--- src/rtl/cla_pkg.sv ---
package cla_pkg;

    localparam int DEF_WIDTH   = 16;
    localparam int DEF_GROUP_W = 4;

    typedef struct packed {
        logic gen;
        logic prop;
    } pg_t;

    function automatic pg_t make_pg(input logic a, input logic b);
        pg_t r;
        r.gen  = a & b;
        r.prop = a | b;
        return r;
    endfunction

endpackage

--- src/rtl/cla_pg_gen.sv ---
module cla_pg_gen
    import cla_pkg::*;
#(
    parameter int WIDTH = DEF_WIDTH
) (
    input  logic [WIDTH-1:0] a,
    input  logic [WIDTH-1:0] b,
    output logic [WIDTH-1:0] gen,
    output logic [WIDTH-1:0] prop
);

    for (genvar i = 0; i < WIDTH; i++) begin : g_bit
        pg_t t;
        assign t       = make_pg(a[i], b[i]);
        assign gen[i]  = t.gen;
        assign prop[i] = t.prop;
    end

endmodule

--- src/rtl/cla_group.sv ---
module cla_group #(
    parameter int GW = 4
) (
    input  logic [GW-1:0] gen,
    input  logic [GW-1:0] prop,
    input  logic          cin,
    output logic [GW-1:0] carry,
    output logic          grp_gen,
    output logic          grp_prop
);

    logic [GW:0] src;
    assign src = {gen, cin};

    // carry into bit i: OR over sources j<=i of src[j] AND prop[j..i-1]
    always_comb begin
        logic prod;
        for (int i = 0; i < GW; i++) begin
            carry[i] = 1'b0;
            for (int j = 0; j <= i; j++) begin
                prod = src[j];
                for (int k = j; k < i; k++) begin
                    prod = prod & prop[k];
                end
                carry[i] = carry[i] | prod;
            end
        end
    end

    always_comb begin
        logic prod;
        grp_gen = 1'b0;
        for (int j = 0; j < GW; j++) begin
            prod = gen[j];
            for (int k = j + 1; k < GW; k++) begin
                prod = prod & prop[k];
            end
            grp_gen = grp_gen | prod;
        end
        grp_prop = &prop;
    end

    always_comb begin
        for (int i = 0; i < GW - 1; i++) begin
            if (gen[i]) begin
                AST_GEN_FORCES_CARRY: assert (carry[i+1]) else $error("generate lost");
            end
            if (prop[i] && !gen[i]) begin
                AST_PROP_PASSES_CARRY: assert (carry[i+1] == carry[i]) else $error("propagate broken");
            end
            if (!prop[i]) begin
                AST_KILL_BLOCKS_CARRY: assert (!carry[i+1]) else $error("kill leaked");
            end
        end
    end

endmodule

--- src/rtl/cla_lookahead.sv ---
module cla_lookahead #(
    parameter int NG = 4
) (
    input  logic [NG-1:0] grp_gen,
    input  logic [NG-1:0] grp_prop,
    input  logic          c0,
    output logic [NG:0]   grp_carry
);

    logic [NG:0] src;
    assign src = {grp_gen, c0};

    // all group carries formed in parallel from group terms and c0
    always_comb begin
        logic prod;
        for (int i = 0; i <= NG; i++) begin
            grp_carry[i] = 1'b0;
            for (int j = 0; j <= i; j++) begin
                prod = src[j];
                for (int k = j; k < i; k++) begin
                    prod = prod & grp_prop[k];
                end
                grp_carry[i] = grp_carry[i] | prod;
            end
        end
    end

    always_comb begin
        for (int k = 0; k < NG; k++) begin
            if (grp_gen[k]) begin
                AST_GROUP_GEN_SETS: assert (grp_carry[k+1]) else $error("group generate lost");
            end
            if (grp_prop[k] && !grp_gen[k]) begin
                AST_GROUP_PROP_PASSES: assert (grp_carry[k+1] == grp_carry[k]) else $error("group propagate broken");
            end
            if (!grp_prop[k] && !grp_gen[k]) begin
                AST_GROUP_KILL: assert (!grp_carry[k+1]) else $error("group kill leaked");
            end
        end
    end

endmodule

--- src/rtl/cla16_adder.sv ---
module cla16_adder
    import cla_pkg::*;
#(
    parameter int WIDTH   = DEF_WIDTH,
    parameter int GROUP_W = DEF_GROUP_W
) (
    input  logic [WIDTH-1:0] a_in,
    input  logic [WIDTH-1:0] b_in,
    input  logic             carry_in,
    output logic [WIDTH-1:0] sum_out,
    output logic             carry_out
);

    localparam int NUM_GROUPS = WIDTH / GROUP_W;

    logic [WIDTH-1:0]      bit_gen;
    logic [WIDTH-1:0]      bit_prop;
    logic [WIDTH-1:0]      bit_carry;
    logic [NUM_GROUPS-1:0] grp_gen;
    logic [NUM_GROUPS-1:0] grp_prop;
    logic [NUM_GROUPS:0]   grp_carry;

    cla_pg_gen #(.WIDTH(WIDTH)) u_pg (
        .a    (a_in),
        .b    (b_in),
        .gen  (bit_gen),
        .prop (bit_prop)
    );

    for (genvar g = 0; g < NUM_GROUPS; g++) begin : g_grp
        cla_group #(.GW(GROUP_W)) u_grp (
            .gen      (bit_gen[g*GROUP_W +: GROUP_W]),
            .prop     (bit_prop[g*GROUP_W +: GROUP_W]),
            .cin      (grp_carry[g]),
            .carry    (bit_carry[g*GROUP_W +: GROUP_W]),
            .grp_gen  (grp_gen[g]),
            .grp_prop (grp_prop[g])
        );
    end

    cla_lookahead #(.NG(NUM_GROUPS)) u_la (
        .grp_gen   (grp_gen),
        .grp_prop  (grp_prop),
        .c0        (carry_in),
        .grp_carry (grp_carry)
    );

    assign sum_out   = a_in ^ b_in ^ bit_carry;
    assign carry_out = grp_carry[NUM_GROUPS];

    always_comb begin
        AST_SUM_MATCH: assert ({carry_out, sum_out} == ({1'b0, a_in} + {1'b0, b_in} + (WIDTH+1)'(carry_in)))
            else $error("total mismatch");
        if (&(a_in | b_in) && !(|(a_in & b_in))) begin
            AST_FULL_PROPAGATE: assert (carry_out == carry_in) else $error("propagate chain broken");
        end
    end

endmodule

--- config.mk ---
export PLATFORM = sky130hd
export DESIGN_NAME = cla16_adder
export DESIGN_NICKNAME = d
export VERILOG_FILES = /design/src/rtl/cla_pkg.sv /design/src/rtl/cla_pg_gen.sv /design/src/rtl/cla_group.sv /design/src/rtl/cla_lookahead.sv /design/src/rtl/cla16_adder.sv
export SDC_FILE = /design/constraint.sdc
export NUM_CORES = 1
export LEC_CHECK = 0
export CORE_UTILIZATION = 50
export DETAILED_ROUTE_END_ITERATION = 16
export GPL_ROUTABILITY_DRIVEN = 0
export GPL_TIMING_DRIVEN = 0
export PLACE_DENSITY = 0.91
export SLEW_MARGIN = 20
export SYNTH_ARGS = -nofsm -noshare
export SYNTH_HDL_FRONTEND = slang
export SYNTH_SLANG_ARGS = --single-unit
--- constraint.sdc ---
create_clock -name vclk -period 6.55
set_clock_uncertainty 0.1 [all_clocks]
set_input_delay 0.655 -clock vclk [all_inputs]
set_output_delay 0.655 -clock vclk [all_outputs]
set_load 0.02 [all_outputs]
==> impl_metrics.json, run 1 <==
{
  "p_leak_uw": 0.000868,
  "drc": 0,
  "num-nets-final": 282,
  "synthesis.area_mm2": 0.00123,
  "grt_max_degree": 9,
  "crit_path_top_delay_cell": "clkdlybuf4s50_1",
  "ys_warn_count": 0,
  "port_buffers": 50,
  "path_max_fanout": 5,
  "yosys.area.top_type": "ha_1",
  "drv_cap": 0,
  "postCtsSetupBuffers": 0,
  "track_usage": 0.223,
  "die_area_mm2": 0.00267,
  "postLayoutCoreUtil": 0.777,
  "period_needed_ns": 4.45,
  "design.core.area_mm2": 0.00228,
  "finalPower_uw": 178,
  "drt_pass1_iterations": 4,
  "std_cell_rows": 17,
  "avgSynthCellArea_um2": 7.65,
  "finalCritPeriodShare": 0.680,
  "multi_input_area_mm2": 0.00106,
  "routed_wirelength_mm": 2.86,
  "holdWs_ns": 2.42,
  "maxSlewHeadroom": 0.673,
  "cp.arrival_ns": 3.70,
  "cts_hold_buf": 0,
  "crit_chain": "clkdlybuf4s50_1 -> inv_1 -> ha_1 -> nand2b_1 -> a2111o_1 -> a2111oi_4 -> or3_1 -> fa_1 -> xor2_1 -> clkdlybuf4s50_1",
  "synth_fp_nets": 230,
  "synth.most_common_cell": "inv_1",
  "grt-ovfl-total": 0,
  "grt_pass1_vias": 1272,
  "synthMuxAreaShare": 0.00914,
  "die_h_um": 51.6,
  "pin_count": 50,
  "layout-drive-gt1-share": 0.0474,
  "synthXorXnorAreaFrac": 0.0497,
  "dp_slack_ns": 2.08,
  "worst_pin_slew_ns": 0.486,
  "hp-start": "b_in[13]",
  "start_util": 0.542,
  "yosys-top-cells-area": "ha_1 (32%), inv_1 (13%), fa_1 (6.5%)",
  "power_density_mw_per_mm2": 101,
  "synth_common_cells": "inv_1 (44), ha_1 (32), nor2_1 (10)",
  "finalSetupViolCount": 0,
  "required_ns": 5.79,
  "vdd_ir_drop_max_mv": 0.0646,
  "cts_resized": 0,
  "antenna_cells": 0,
  "startpoint": "a_in[0]",
  "finalWorstSetupSlack_ns": 2.10,
  "synthAdderAreaFrac": 0.390,
  "vias": 1258,
  "area_growth_pct": 43.5,
  "synthSimpleGateAreaFrac": 0.187,
  "rsz0062_at_grt": "false",
  "yosysSeqAreaShare": 0,
  "syn_inst": 161,
  "cp_common_cell": "clkdlybuf4s50_1",
  "path_class": "in -> out",
  "dp.final_hpwl_mm": 2.56,
  "wire_per_inst_um": 12.0,
  "regArea_um2": 0,
  "final_hold_viol_count": 0,
  "antenna_found_initial": 0,
  "synth_compound_area_frac": 0.227,
  "slowest_delay_ns": 0.62,
  "synth_top_cell_area_share": 0.325,
  "outcome": "finished clean",
  "synth_top_family_by_area": "adder cells",
  "nClkBuffers": 0,
  "max_freq_mhz": 225,
  "initialDrtViolationCount": 11,
  "ant_nets": 0,
  "viasPerCell": 5.26,
  "hold_class": "in -> out",
  "end_kind": "primary output",
  "seq_cells": 0,
  "grt_pass1_wl_mm": 4.78,
  "synth.distinct_cells": 44,
  "slew_violations": 0,
  "fin_setup_tns_ns": 0,
  "fill_cells": 169,
  "dieWidth_um": 51.6,
  "worst_setup_path_start_kind": "primary input"
}
==> power by group <==
| group | leakage (µW) | total (µW) | internal [µW] | switching, µW |
|---|---|---|---|---|
| sequential | 0 | 0 | 0 | 0 |
| clock | 0 | 0 | 0 | 0 |
| combinational | 0.000868 | 178 | 90.4 | 87.9 |
==> routing by layer <==
| layer | vias up | track usage | part of all wire | routed length, µm |
|---|---|---|---|---|
| li1 | 647 | - | - | - |
| met1 | 573 | 0.224 | 0.40 | 1150 |
| met2 | 36 | 0.506 | 0.56 | 1590 |
| met3 | 2 | 0.00585 | 0.037 | 107 |
| met4 | 0 | 0.00901 | 0.0028 | 8 |
| met5 | - | 0 | 0 | 0 |
==> critical path: cells and delay by family <==
kind | cells | cell delay [ns]
adder cells (fa/ha/maj) | 2 | 0.39
XOR/XNOR | 1 | 0.16
AND/OR/NAND/NOR | 2 | 0.33
buffers and inverters | 3 | 1.19
AO/OA/AOI/OAI | 2 | 0.96
==> path summary, 6_finish.rpt <==
check           to  depth (start not counted)
min    sum_out[13]                          5
max    sum_out[13]                         10
==> per-stage QoR <==
stage               instance area (µm²)  cells
floorplan                          1230    161
global placement                   1770    239
detailed placement                 1770    239
CTS                                1770    239
global route                       1770    239
finish                             1770    239
==> logic make-up after synthesis <==
group,Yosys count
xor+xnor,7
mux,1
fa+ha+maj,36
simple gates,42
compound gates,30
buf+inv,45
==> layout by cell type (no fill, tap or decap), types with 2 or more instances in the layout <==
cell,count
xnor2_1,3
nor3b_1,2
nand2_1,6
nor2_1,10
nand3_1,2
o21bai_1,3
ha_1,32
clkdlybuf4s50_1,50
fa_1,4
nor4b_1,2
nor3_1,5
inv_1,44
or4_1,3
nor2b_1,4
o211ai_1,2
xor2_1,4
a21oi_1,6
nand2b_1,2
==> cell type report <==
class | instances | share of cell area
timing repair buffer | 50 | 0.283
multi-input combinational | 116 | 0.602
buffer | 1 | 0.00212
tap | 28 | 0.0198
inverter | 44 | 0.0934
No activity file was read; power rests on OpenSTA's default activity.
==> inputs of run 2 (changes only) <==
- CORE_UTILIZATION: 50 -> 42
- PLACE_DENSITY: 0.91 -> 0.81
- clock period: 6.55 -> 3.8 ns (I/O delays scaled with it)
==> impl_metrics.json, run 2 (synthesized netlist as in run 1, its figures left out) <==
{
  "wire_per_inst_um": 10.3,
  "antenna_found_initial": 0,
  "finalSetupViolCount": 0,
  "num-nets-final": 282,
  "initialDrtViolationCount": 22,
  "instances_no_fill": 242,
  "port_buffers": 50,
  "drt_pass1_iterations": 4,
  "std_cell_rows": 19,
  "fill_cells": 256,
  "grt_pass1_vias": 1172,
  "ant_nets": 0,
  "finalPower_uw": 300,
  "required_ns": 3.32,
  "worst_setup_path_start_kind": "primary input",
  "dp.final_hpwl_mm": 2.16,
  "vias": 1218,
  "die_area_mm2": 0.00316,
  "routed_wirelength_mm": 2.49,
  "path_max_fanout": 5,
  "grt_max_degree": 9,
  "die_h_um": 56.2,
  "layout-drive-gt1-share": 0.0474,
  "rsz0062_at_grt": "false",
  "max_freq_mhz": 271,
  "power_density_mw_per_mm2": 169,
  "seq_cells": 0,
  "postCtsSetupBuffers": 0,
  "drv_cap": 0,
  "vdd_ir_drop_max_mv": 0.123,
  "drc": 0,
  "area_growth_pct": 43.6,
  "dp_slack_ns": -0.0708,
  "cp.arrival_ns": 3.21,
  "grt_pass1_wl_mm": 4.52,
  "end_kind": "primary output",
  "outcome": "finished clean",
  "design.core.area_mm2": 0.00276,
  "dp.cells": 242,
  "slew_violations": 0,
  "start_util": 0.447,
  "viasPerCell": 5.03,
  "fin_setup_tns_ns": 0,
  "p_leak_uw": 0.000871,
  "path_class": "in -> out",
  "period_needed_ns": 3.69,
  "finalCritPeriodShare": 0.971,
  "antenna_cells": 0,
  "grt-ovfl-total": 0,
  "regArea_um2": 0,
  "pin_count": 50,
  "track_usage": 0.165,
  "finalWorstSetupSlack_ns": 0.111,
  "layout_common_cells": "clkdlybuf4s50_1 (48), inv_1 (44), ha_1 (32)",
  "maxSlewHeadroom": 0.639,
  "dieWidth_um": 56.2,
  "nClkBuffers": 0,
  "hold_class": "in -> out",
  "worst_pin_slew_ns": 0.537,
  "final_common_cell": "clkdlybuf4s50_1",
  "final_hold_viol_count": 0
}
==> run 2: where the power goes <==
part           internal, µW  switching, µW  total, µW
clock                     0              0          0
combinational           152            148        300
sequential                0              0          0
total                   152            148        300
==> run 2: cell type report <==
type	count	area [µm²]	area share
Tap cell	31	38.8	0.0219
Multi-Input combinational cell	116	1060	0.601
Inverter	44	165	0.0934
Timing Repair Buffer	50	498	0.281
Buffer	1	3.75	0.00212
==> run 2: per-layer routing <==
metal  share of wire  global-route usage
met5               0                   0
met2            0.47               0.318
met3           0.050             0.00698
met1            0.48               0.215
met4               0                   0
==> run 2: timing repair <==
action	4_1_cts	5_1_grt
resized for setup	2	0
hold buffers	0	0
endpoints found under the setup margin	2	0
==> run 2: worst paths after layout <==
path              slack [ns]  cells after the start     start           to
setup / recovery        0.11                      9   a_in[0]   sum_out[8]
hold / removal          1.64                      5  b_in[13]  sum_out[13]
==> run 2: worst max-delay path, cell delays in order <==
cell	delay, ns
clkdlybuf4s50_1	0.49
inv_1	0.08
ha_1	0.19
nand2b_1	0.15
a2111o_1	0.49
a211o_1	0.36
nand2_1	0.11
fa_1	0.42
clkdlybuf4s50_1	0.55
==> run 2: stage by stage <==
step	area, µm²	hold WS (ns)	utilization
6_report	1770	1.64	0.642
5_1_grt	1770	1.73	0.642
4_1_cts	1770	1.65	0.642
3_5_place_dp	1770	1.86	0.642
3_3_place_gp	1770	1.85	0.642
2_1_floorplan	1230	0.916	-
